`src/rtl/sa_pkg.sv`:
```
package sa_pkg;
    typedef enum logic [1:0] {ST_IDLE, ST_EVAL, ST_FIN} sa_state_e;

    typedef struct packed {
        logic step;
        logic ins_r;
        logic ins_c;
        logic adv;
        logic fin;
    } sa_act_t;
endpackage

```
`src/rtl/sa_record.sv`:
```
module sa_record #(
    parameter int M  = 2,
    parameter int N  = 2,
    parameter int RW = 4,
    parameter int CW = 4,
    localparam int RCW = $clog2(M + 1),
    localparam int CCW = $clog2(N + 1)
) (
    input  logic            clk,
    input  logic            rst,
    input  logic            load,
    input  logic [M*RW-1:0] ld_rows,
    input  logic [RCW-1:0]  ld_rcnt,
    input  logic [N*CW-1:0] ld_cols,
    input  logic [CCW-1:0]  ld_ccnt,
    input  logic            restore,
    input  logic            ins_row,
    input  logic            ins_col,
    input  logic [RW-1:0]   probe_row,
    input  logic [CW-1:0]   probe_col,
    output logic            row_hit,
    output logic            col_hit,
    output logic [RCW-1:0]  row_cnt,
    output logic [CCW-1:0]  col_cnt,
    output logic [RCW-1:0]  sv_rcnt,
    output logic [CCW-1:0]  sv_ccnt,
    output logic [M*RW-1:0] rows_q,
    output logic [N*CW-1:0] cols_q
);
    logic [M-1:0] rmatch;
    logic [N-1:0] cmatch;

    for (genvar gi = 0; gi < M; gi++) begin : g_row
        logic [RW-1:0] ent_q;
        always_ff @(posedge clk) begin
            if (rst)
                ent_q <= '0;
            else if (load)
                ent_q <= ld_rows[gi*RW +: RW];
            else if (ins_row && row_cnt == RCW'(gi))
                ent_q <= probe_row;
        end
        assign rmatch[gi] = (RCW'(gi) < row_cnt) && (ent_q == probe_row);
        assign rows_q[gi*RW +: RW] = ent_q;
    end

    for (genvar gj = 0; gj < N; gj++) begin : g_col
        logic [CW-1:0] ent_q;
        always_ff @(posedge clk) begin
            if (rst)
                ent_q <= '0;
            else if (load)
                ent_q <= ld_cols[gj*CW +: CW];
            else if (ins_col && col_cnt == CCW'(gj))
                ent_q <= probe_col;
        end
        assign cmatch[gj] = (CCW'(gj) < col_cnt) && (ent_q == probe_col);
        assign cols_q[gj*CW +: CW] = ent_q;
    end

    assign row_hit = |rmatch;
    assign col_hit = |cmatch;

    always_ff @(posedge clk) begin
        if (rst) begin
            row_cnt <= '0;
            col_cnt <= '0;
            sv_rcnt <= '0;
            sv_ccnt <= '0;
        end else if (load) begin
            row_cnt <= ld_rcnt;
            col_cnt <= ld_ccnt;
            sv_rcnt <= ld_rcnt;
            sv_ccnt <= ld_ccnt;
        end else if (restore) begin
            row_cnt <= sv_rcnt;
            col_cnt <= sv_ccnt;
        end else begin
            if (ins_row) row_cnt <= row_cnt + RCW'(1);
            if (ins_col) col_cnt <= col_cnt + CCW'(1);
        end
    end

    // a row insert never lands in a full row record
    assert_no_overflow_R4: assert property (@(posedge clk) disable iff (rst)
        ins_row |-> (row_cnt < RCW'(M)));
    // a column insert never lands in a full column record
    assert_no_col_overflow_R4: assert property (@(posedge clk) disable iff (rst)
        ins_col |-> (col_cnt < CCW'(N)));
    // a rewind brings both counts back to the latched must-repair counts
    assert_restore_R11: assert property (@(posedge clk) disable iff (rst)
        (restore && !load) |=> (row_cnt == sv_rcnt && col_cnt == sv_ccnt));
endmodule

```
`src/rtl/sa_strat.sv`:
```
module sa_strat #(
    parameter int SW = 4,
    localparam int LW = $clog2(SW + 1)
) (
    input  logic          clk,
    input  logic          rst,
    input  logic          ld_first,
    input  logic [LW-1:0] first_ones,
    input  logic [LW-1:0] first_len,
    input  logic          ld_other,
    input  logic [SW-1:0] other,
    input  logic [LW-1:0] idx,
    output logic [SW-1:0] strat_q,
    output logic [LW-1:0] len_q,
    output logic          sym
);
    logic [SW-1:0] pat;

    always_comb begin
        for (int i = 0; i < SW; i++)
            pat[i] = (LW'(i) < first_ones);
    end

    always_comb begin
        sym = 1'b1;
        for (int i = 0; i < SW; i++)
            if (LW'(i) == idx && idx < len_q)
                sym = strat_q[i];
    end

    always_ff @(posedge clk) begin
        if (rst) begin
            strat_q <= '0;
            len_q   <= '0;
        end else if (ld_first) begin
            strat_q <= pat;
            len_q   <= first_len;
        end else if (ld_other) begin
            strat_q <= other;
        end
    end

    // the first strategy carries exactly the free-row count of row symbols
    assert_first_ones_R2: assert property (@(posedge clk) disable iff (rst)
        ld_first |=> ($countones(strat_q) == int'($past(first_ones))));
    // the first strategy has the requested length
    assert_first_len_R2: assert property (@(posedge clk) disable iff (rst)
        ld_first |=> (len_q == $past(first_len)));
endmodule

```
`src/rtl/sa_ctrl.sv`:
```
module sa_ctrl
    import sa_pkg::*;
#(
    parameter int M = 2,
    parameter int N = 2,
    localparam int SW   = M + N,
    localparam int LW   = $clog2(SW + 1),
    localparam int RCW  = $clog2(M + 1),
    localparam int CCW  = $clog2(N + 1),
    localparam int FMAX = 2 * M * N,
    localparam int FW   = $clog2(FMAX + 1),
    localparam int KW   = $clog2(M + N + 2)
) (
    input  logic           clk,
    input  logic           rst,
    input  logic           start,
    input  logic [FW-1:0]  flt_cnt,
    input  logic           row_hit,
    input  logic           col_hit,
    input  logic [RCW-1:0] row_cnt,
    input  logic [CCW-1:0] col_cnt,
    input  logic [RCW-1:0] sv_rcnt,
    input  logic [CCW-1:0] sv_ccnt,
    input  logic           sym,
    input  logic [SW-1:0]  strat_q,
    input  logic [SW-1:0]  nxt_strat,
    input  logic           nxt_valid,
    output logic           go,
    output logic [FW-1:0]  flt_idx,
    output logic [LW-1:0]  idx,
    output logic           ins_row,
    output logic           ins_col,
    output logic           restart,
    output logic [SW-1:0]  other_val,
    output logic           busy,
    output logic           done,
    output logic           unrep,
    output logic [KW-1:0]  best_cost,
    output logic [SW-1:0]  best_strat
);
    sa_state_e     st_q;
    logic [FW-1:0] ptr_q;
    logic [FW:0]   cyc_q;
    logic          recov_q, bok_q, unrep_q;
    logic [KW-1:0] bcost_q;
    logic [SW-1:0] bstrat_q;

    sa_act_t       act;
    logic          rec, full, worse, nb_ok;
    logic [KW-1:0] cost, nb_cost;
    logic [SW-1:0] nb_strat;

    assign cost = KW'(row_cnt) + KW'(col_cnt);
    assign idx  = LW'(RCW'(row_cnt - sv_rcnt)) + LW'(CCW'(col_cnt - sv_ccnt));

    always_comb begin
        act   = '0;
        rec   = 1'b0;
        go    = 1'b0;
        full  = 1'b0;
        worse = 1'b0;
        case (st_q)
            ST_EVAL: begin
                if (ptr_q < flt_cnt) begin
                    if (row_hit || col_hit) begin
                        act.step = 1'b1;
                    end else begin
                        full  = sym ? (row_cnt == RCW'(M)) : (col_cnt == CCW'(N));
                        worse = !recov_q && bok_q && ((cost + KW'(1)) >= bcost_q);
                        if (full || worse) begin
                            act.adv = 1'b1;
                        end else begin
                            act.step  = 1'b1;
                            act.ins_r = sym;
                            act.ins_c = !sym;
                        end
                    end
                end else if (recov_q) begin
                    act.fin = 1'b1;
                end else begin
                    act.adv = 1'b1;
                    rec     = !bok_q || (cost < bcost_q);
                end
            end
            default: go = start;
        endcase
    end

    always_comb begin
        nb_ok    = bok_q;
        nb_cost  = bcost_q;
        nb_strat = bstrat_q;
        if (rec) begin
            nb_ok    = 1'b1;
            nb_cost  = cost;
            nb_strat = strat_q;
        end
    end

    assign restart   = act.adv && (nxt_valid || nb_ok);
    assign other_val = nxt_valid ? nxt_strat : nb_strat;

    always_ff @(posedge clk) begin
        if (rst) begin
            st_q     <= ST_IDLE;
            ptr_q    <= '0;
            cyc_q    <= '0;
            recov_q  <= 1'b0;
            bok_q    <= 1'b0;
            unrep_q  <= 1'b0;
            bcost_q  <= '1;
            bstrat_q <= '0;
        end else if (go) begin
            st_q     <= ST_EVAL;
            ptr_q    <= '0;
            cyc_q    <= '0;
            recov_q  <= 1'b0;
            bok_q    <= 1'b0;
            unrep_q  <= 1'b0;
            bcost_q  <= '1;
            bstrat_q <= '0;
        end else if (st_q == ST_EVAL) begin
            bok_q    <= nb_ok;
            bcost_q  <= nb_cost;
            bstrat_q <= nb_strat;
            if (restart) begin
                ptr_q <= '0;
                cyc_q <= '0;
                if (!nxt_valid) recov_q <= 1'b1;
            end else if (act.adv) begin
                st_q    <= ST_FIN;
                unrep_q <= 1'b1;
            end else if (act.fin) begin
                st_q <= ST_FIN;
            end else if (act.step) begin
                ptr_q <= ptr_q + FW'(1);
                cyc_q <= cyc_q + (FW+1)'(1);
            end
        end
    end

    assign flt_idx    = ptr_q;
    assign ins_row    = act.ins_r;
    assign ins_col    = act.ins_c;
    assign busy       = (st_q == ST_EVAL);
    assign done       = (st_q == ST_FIN);
    assign unrep      = unrep_q;
    assign best_cost  = bcost_q;
    assign best_strat = bstrat_q;

    // a row insert grows the row record by exactly one entry
    assert_insert_grows_R3: assert property (@(posedge clk) disable iff (rst)
        ins_row |=> (row_cnt == $past(row_cnt) + RCW'(1)));
    // a rewind returns the read index to the first fault entry
    assert_rewind_R4: assert property (@(posedge clk) disable iff (rst)
        restart |=> (flt_idx == '0));
    // after any search-phase insert the cost is still below the best
    assert_prune_R5: assert property (@(posedge clk) disable iff (rst)
        ((ins_row || ins_col) && bok_q && !recov_q) |=> (cost < bcost_q));
    // no strategy walks more entries than the fault list can hold
    assert_strategy_bound_R7: assert property (@(posedge clk) disable iff (rst)
        busy |-> (cyc_q <= (FW+1)'(FMAX)));
    // the recovery replay never abandons
    assert_recovery_clean_R8: assert property (@(posedge clk) disable iff (rst)
        (recov_q && busy) |-> !restart);
    // the unrepairable flag appears only with completion
    assert_unrep_done_R10: assert property (@(posedge clk) disable iff (rst)
        unrep |-> done);
endmodule

```
`src/rtl/sa_solver.sv`:
```
module sa_solver
    import sa_pkg::*;
#(
    parameter int M  = 2,
    parameter int N  = 2,
    parameter int RW = 4,
    parameter int CW = 4,
    localparam int SW   = M + N,
    localparam int LW   = $clog2(SW + 1),
    localparam int RCW  = $clog2(M + 1),
    localparam int CCW  = $clog2(N + 1),
    localparam int FW   = $clog2(2 * M * N + 1),
    localparam int KW   = $clog2(M + N + 2)
) (
    input  logic            clk,
    input  logic            rst,
    input  logic            start,
    input  logic [M*RW-1:0] mr_rows,
    input  logic [RCW-1:0]  mr_rcnt,
    input  logic [N*CW-1:0] mr_cols,
    input  logic [CCW-1:0]  mr_ccnt,
    input  logic [FW-1:0]   flt_cnt,
    output logic [FW-1:0]   flt_idx,
    input  logic [RW-1:0]   flt_row,
    input  logic [CW-1:0]   flt_col,
    output logic [SW-1:0]   cur_strat,
    output logic [LW-1:0]   strat_len,
    input  logic [SW-1:0]   nxt_strat,
    input  logic            nxt_valid,
    output logic            row_ins,
    output logic            col_ins,
    output logic            restart,
    output logic            busy,
    output logic            done,
    output logic            unrep,
    output logic [KW-1:0]   best_cost,
    output logic [SW-1:0]   best_strat,
    output logic [M*RW-1:0] sol_rows,
    output logic [RCW-1:0]  sol_rcnt,
    output logic [N*CW-1:0] sol_cols,
    output logic [CCW-1:0]  sol_ccnt
);
    logic           go, row_hit, col_hit, sym;
    logic [RCW-1:0] sv_rcnt;
    logic [CCW-1:0] sv_ccnt;
    logic [LW-1:0]  idx, first_ones, first_len;
    logic [SW-1:0]  other_val;

    assign first_ones = LW'(M) - LW'(mr_rcnt);
    assign first_len  = first_ones + LW'(N) - LW'(mr_ccnt);

    sa_record #(.M(M), .N(N), .RW(RW), .CW(CW)) u_rec (
        .clk(clk), .rst(rst), .load(go),
        .ld_rows(mr_rows), .ld_rcnt(mr_rcnt), .ld_cols(mr_cols), .ld_ccnt(mr_ccnt),
        .restore(restart), .ins_row(row_ins), .ins_col(col_ins),
        .probe_row(flt_row), .probe_col(flt_col),
        .row_hit(row_hit), .col_hit(col_hit),
        .row_cnt(sol_rcnt), .col_cnt(sol_ccnt),
        .sv_rcnt(sv_rcnt), .sv_ccnt(sv_ccnt),
        .rows_q(sol_rows), .cols_q(sol_cols)
    );

    sa_strat #(.SW(SW)) u_strat (
        .clk(clk), .rst(rst),
        .ld_first(go), .first_ones(first_ones), .first_len(first_len),
        .ld_other(restart), .other(other_val), .idx(idx),
        .strat_q(cur_strat), .len_q(strat_len), .sym(sym)
    );

    sa_ctrl #(.M(M), .N(N)) u_ctrl (
        .clk(clk), .rst(rst), .start(start), .flt_cnt(flt_cnt),
        .row_hit(row_hit), .col_hit(col_hit),
        .row_cnt(sol_rcnt), .col_cnt(sol_ccnt),
        .sv_rcnt(sv_rcnt), .sv_ccnt(sv_ccnt),
        .sym(sym), .strat_q(cur_strat),
        .nxt_strat(nxt_strat), .nxt_valid(nxt_valid),
        .go(go), .flt_idx(flt_idx), .idx(idx),
        .ins_row(row_ins), .ins_col(col_ins), .restart(restart),
        .other_val(other_val), .busy(busy), .done(done), .unrep(unrep),
        .best_cost(best_cost), .best_strat(best_strat)
    );
endmodule

```
`config.mk`:
```
export PLATFORM = sky130hd
export DESIGN_NAME = sa_solver
export DESIGN_NICKNAME = d
export VERILOG_FILES = /design/src/rtl/sa_pkg.sv /design/src/rtl/sa_record.sv /design/src/rtl/sa_strat.sv /design/src/rtl/sa_ctrl.sv /design/src/rtl/sa_solver.sv
export SDC_FILE = /design/constraint.sdc
export NUM_CORES = 1
export LEC_CHECK = 0
export BUFFER_PORTS_ARGS = -buffer_cell sky130_fd_sc_hd__buf_4
export CAP_MARGIN = 25
export CORE_MARGIN = 1.5
export CORE_UTILIZATION = 57
export DETAILED_ROUTE_END_ITERATION = 10
export MAX_ROUTING_LAYER = met4
export PLACE_DENSITY = 0.92
export SLEW_MARGIN = 5
export SYNTH_ARGS = -nofsm -noshare
export SYNTH_HDL_FRONTEND = slang
export SYNTH_HIERARCHICAL = 1
export SYNTH_SLANG_ARGS = --single-unit
```
`constraint.sdc`:
```
create_clock -name clk -period 7.7 [get_ports clk]
set_input_delay 1.155 -clock clk [delete_from_list [all_inputs] [get_ports clk]]
set_output_delay 1.155 -clock clk [all_outputs]
set_load 0.005 [all_outputs]
```
==> results.sh <==
export IMPL_status="completed"
export IMPL_dr_wl_met2_um=3560
export IMPL_grt_overflow=0
export IMPL_clockRootBuffer="clkbuf_8"
export IMPL_p_sw_share_pct=35.1
export IMPL_rsz0062_at_grt="false"
export IMPL_clock_sinks=47
export IMPL_pwr_share_clk_pct=20.5
export IMPL_drc=0
export IMPL_grtUsageTotal_pct=26.9
export IMPL_chipWidth_um=76.5
export IMPL_cts_tree="yes"
export IMPL_htree_levels=2
export IMPL_slew_headroom_pct=36.7
export IMPL_crit_buf_inv=3
export IMPL_cp_start_kind="register"
export IMPL_dr_total_vias=2769
export IMPL_crit_arrival_ps=4110
export IMPL_hpwlAfterDp_um=5590
export IMPL_cp_common_cell="ha_1"
export IMPL_power_density_mw_per_mm2=208
export IMPL_irDropWorstVdd_mv=0.136
export IMPL_synth_nets=408
export IMPL_crit_type="reg -> out"
export IMPL_period_minus_slack_ps=5270
export IMPL_p_int_uw=520
export IMPL_final_setup_viol_count=0
export IMPL_avgRoutedWirePerCell_um=15.0
export IMPL_synth_cell_types=50
export IMPL_finalSetupTns_ps=0
export IMPL_p_leak_nw=1.80
export IMPL_worstMarginPinSlew_ps=949
export IMPL_cp_cell_sequence="ha_1 -> inv_1 -> fa_1 -> inv_1 -> ha_1 -> xnor2_1 -> ha_1 -> a21o_2 -> a31oi_1 -> nor3b_1 -> or3_1 -> a211oi_1 -> buf_4"
export IMPL_synthArstFlopShare_pct=0
export IMPL_maxCapViolCount=0
export IMPL_layout_drive_gt1_share_pct=26.0
export IMPL_ant_nets=0
export IMPL_power_share_sequential_pct=37.0
export IMPL_area_growth_syn_to_layout_pct=25.2
export IMPL_wl_met1_um=3240
export IMPL_skew_ps=6.33
export IMPL_combPwrFrac_pct=42.6
export IMPL_crit_path_end_kind="output port"
export IMPL_clkTransAtPathRegs_ps=90
export IMPL_syn_area_per_cell_sq_um=9.02
export IMPL_synth_ff_type="dfxtp_1"
export IMPL_crit_fanout=7
export IMPL_first_pass_iters=4
export IMPL_synth_edf_count=0
export IMPL_portBuffers=83
export IMPL_start_util_pct=59.9
export IMPL_finalMaxSlewViolations=0
export IMPL_worst_path_dominant_cell_family="adder cells"
export IMPL_switchingPower_uw=282
export IMPL_ctsHoldBuffers=0
export IMPL_layout_worst_path_cycle_share_pct=68.4
export IMPL_grt_max_degree=40
export IMPL_hold_viol=0
export IMPL_syn_inst=341
export IMPL_num_rows=26
export IMPL_antenna_found_initial=0
export IMPL_fin_ws_ps=2430
export IMPL_cts_buffers_inserted=5
export IMPL_maxUsedRoutingLayer="met4"
export IMPL_viasPerCell=5.62
export IMPL_synthesis_area_sq_mm=0.00308
export IMPL_final_util_pct=75.0
export IMPL_fmax_mhz=190
export IMPL_die_y_um=76.5
export IMPL_yosys_register_bits=47
export IMPL_dp_slack_ps=2190
export IMPL_cp_required_ps=6550
export IMPL_ys_seq_area_share_pct=30.6
export IMPL_finalWeightedCongestion=0.839
export IMPL_timing_hold_ws_ps=489
export IMPL_dr_first_iter_drc_count=114
export IMPL_clk_path_buf_depth=2
export IMPL_wl_met3_um=473
export IMPL_hp_class="reg -> reg"
export IMPL_ys_warn_count=6
export IMPL_ios=84
export IMPL_diodes=0
export IMPL_cts_repair_resized=0
export IMPL_clkLatencyLatePin_ps=300
export IMPL_grt_pass1_wl_um=12500
export IMPL_core_area_sq_mm=0.00514
export IMPL_max_stage_delay_ps=650
export IMPL_cts_setup_buffers=0
export IMPL_layout_nets=489
export IMPL_drt_total_wl_um=7380
export IMPL_first_global_vias=2790
export IMPL_die_area_sq_mm=0.00585
export IMPL_slowest_stage="a211oi_1"
cell families after synthesis:
family | count (synthesis) | share of synthesized area (%)
AO/OA/AOI/OAI | 63 | 13.9
XOR/XNOR | 23 | 6.55
adder cells (fa/ha/maj) | 27 | 11.7
buffers and inverters | 44 | 5.69
flip-flops | 47 | 30.6
multiplexers | 44 | 15.5
AND/OR/NAND/NOR | 93 | 16.1
flip-flops by register name, indices dropped and copies added, names as in the netlist:
| signal | count |
|---|---|
| u_rec/g_col.ent_q | 8 |
| u_rec/g_row.ent_q | 8 |
| u_ctrl/best_strat | 4 |
| u_ctrl/flt_idx | 4 |
| u_strat/strat_q | 4 |
| u_ctrl/best_cost | 3 |
| u_strat/len_q | 3 |
| u_ctrl/st_q | 2 |
| u_rec/col_cnt | 2 |
| u_rec/row_cnt | 2 |
| u_rec/sv_ccnt | 2 |
| u_rec/sv_rcnt | 2 |
| u_ctrl/bok_q | 1 |
| u_ctrl/recov_q | 1 |
| u_ctrl/unrep | 1 |
final timing paths:
path	cells past startpoint	slack (ps)	to	startpoint
min reg2reg	2	490	u_ctrl/unrep	u_ctrl/unrep
min	2	490	u_ctrl/unrep	u_ctrl/unrep
max reg2reg	18	3190	u_rec/col_cnt[1]	u_rec/col_cnt[0]
max	13	2430	col_ins	u_rec/col_cnt[0]
per-stage QoR:
step                instance area [sq um]  instances  power [mW]
floorplan                            3080        341       0.523
global placement                     3740        484       0.620
detailed placement                   3740        484       0.636
CTS                                  3840        492       0.802
global route                         3850        493       0.860
finish                               3850        493       0.802
worst reg2reg max path, delay by kind of cell, from the launching register on:
| family | cells | cell delay (ps) |
|---|---|---|
| simple gates | 4 | 820 |
| flops | 1 | 470 |
| compound gates | 7 | 1530 |
| xor+xnor | 2 | 330 |
| buf+inv | 2 | 360 |
| fa+ha+maj | 3 | 920 |
area by class of cell:
cell class / instances / area [sq um]
multi-input cells: 250 / 1970
repair buffers: 84 / 631
fillers: 390 / 1290
flip-flops and latches: 47 / 941
inverters: 34 / 128
well taps: 70 / 87.6
clock buffers: 8 / 100
power groups by stage:
stage	Sequential (mW)	Combinational [mW]	Clock (mW)
after floorplan	0.297	0.226	0
after global placement	0.300	0.320	0
after detailed placement	0.301	0.334	0
after CTS	0.296	0.338	0.167
after global routing	0.301	0.379	0.181
final	0.296	0.341	0.164
layout by cell type, fill, tap and decap left out, types with 4 or more instances in the layout:
| cell type | instances |
|---|---|
| dfxtp_1 | 47 |
| mux2i_1 | 25 |
| mux2_1 | 16 |
| xnor2_1 | 15 |
| xor2_1 | 8 |
| clkbuf_8 | 7 |
| o21a_1 | 4 |
| a211oi_1 | 7 |
| a21oi_1 | 13 |
| buf_4 | 84 |
| nor2b_1 | 6 |
| o21ai_0 | 11 |
| inv_1 | 34 |
| nand2_2 | 4 |
| ha_1 | 24 |
| nand3_1 | 10 |
| nor3b_1 | 5 |
| nor3_1 | 9 |
| nand2_1 | 7 |
| nor2_1 | 32 |
| a31oi_1 | 6 |
| nand2b_1 | 7 |
metal layers:
layer | global-route usage [%] | up-vias
li1 | - | 1356
met2 | 46.1 | 89
met3 | 6.95 | 9
met1 | 31.3 | 1315
met4 | 7.22 | 0
met5 | - | -
synth_stat cells, types with 9 or more instances:
library cell / instances / area, sq um
dfxtp_1: 47 / 941
inv_1: 34 / 128
nor2_1: 32 / 120
mux2i_1: 25 / 250
ha_1: 24 / 300
mux2_1: 16 / 180
xnor2_1: 15 / 131
a21oi_1: 13 / 65.1
o21ai_0: 11 / 55.1
nand3_1: 10 / 50.1
nor3_1: 9 / 45.0
No activity file was read; power rests on OpenSTA's default activity.
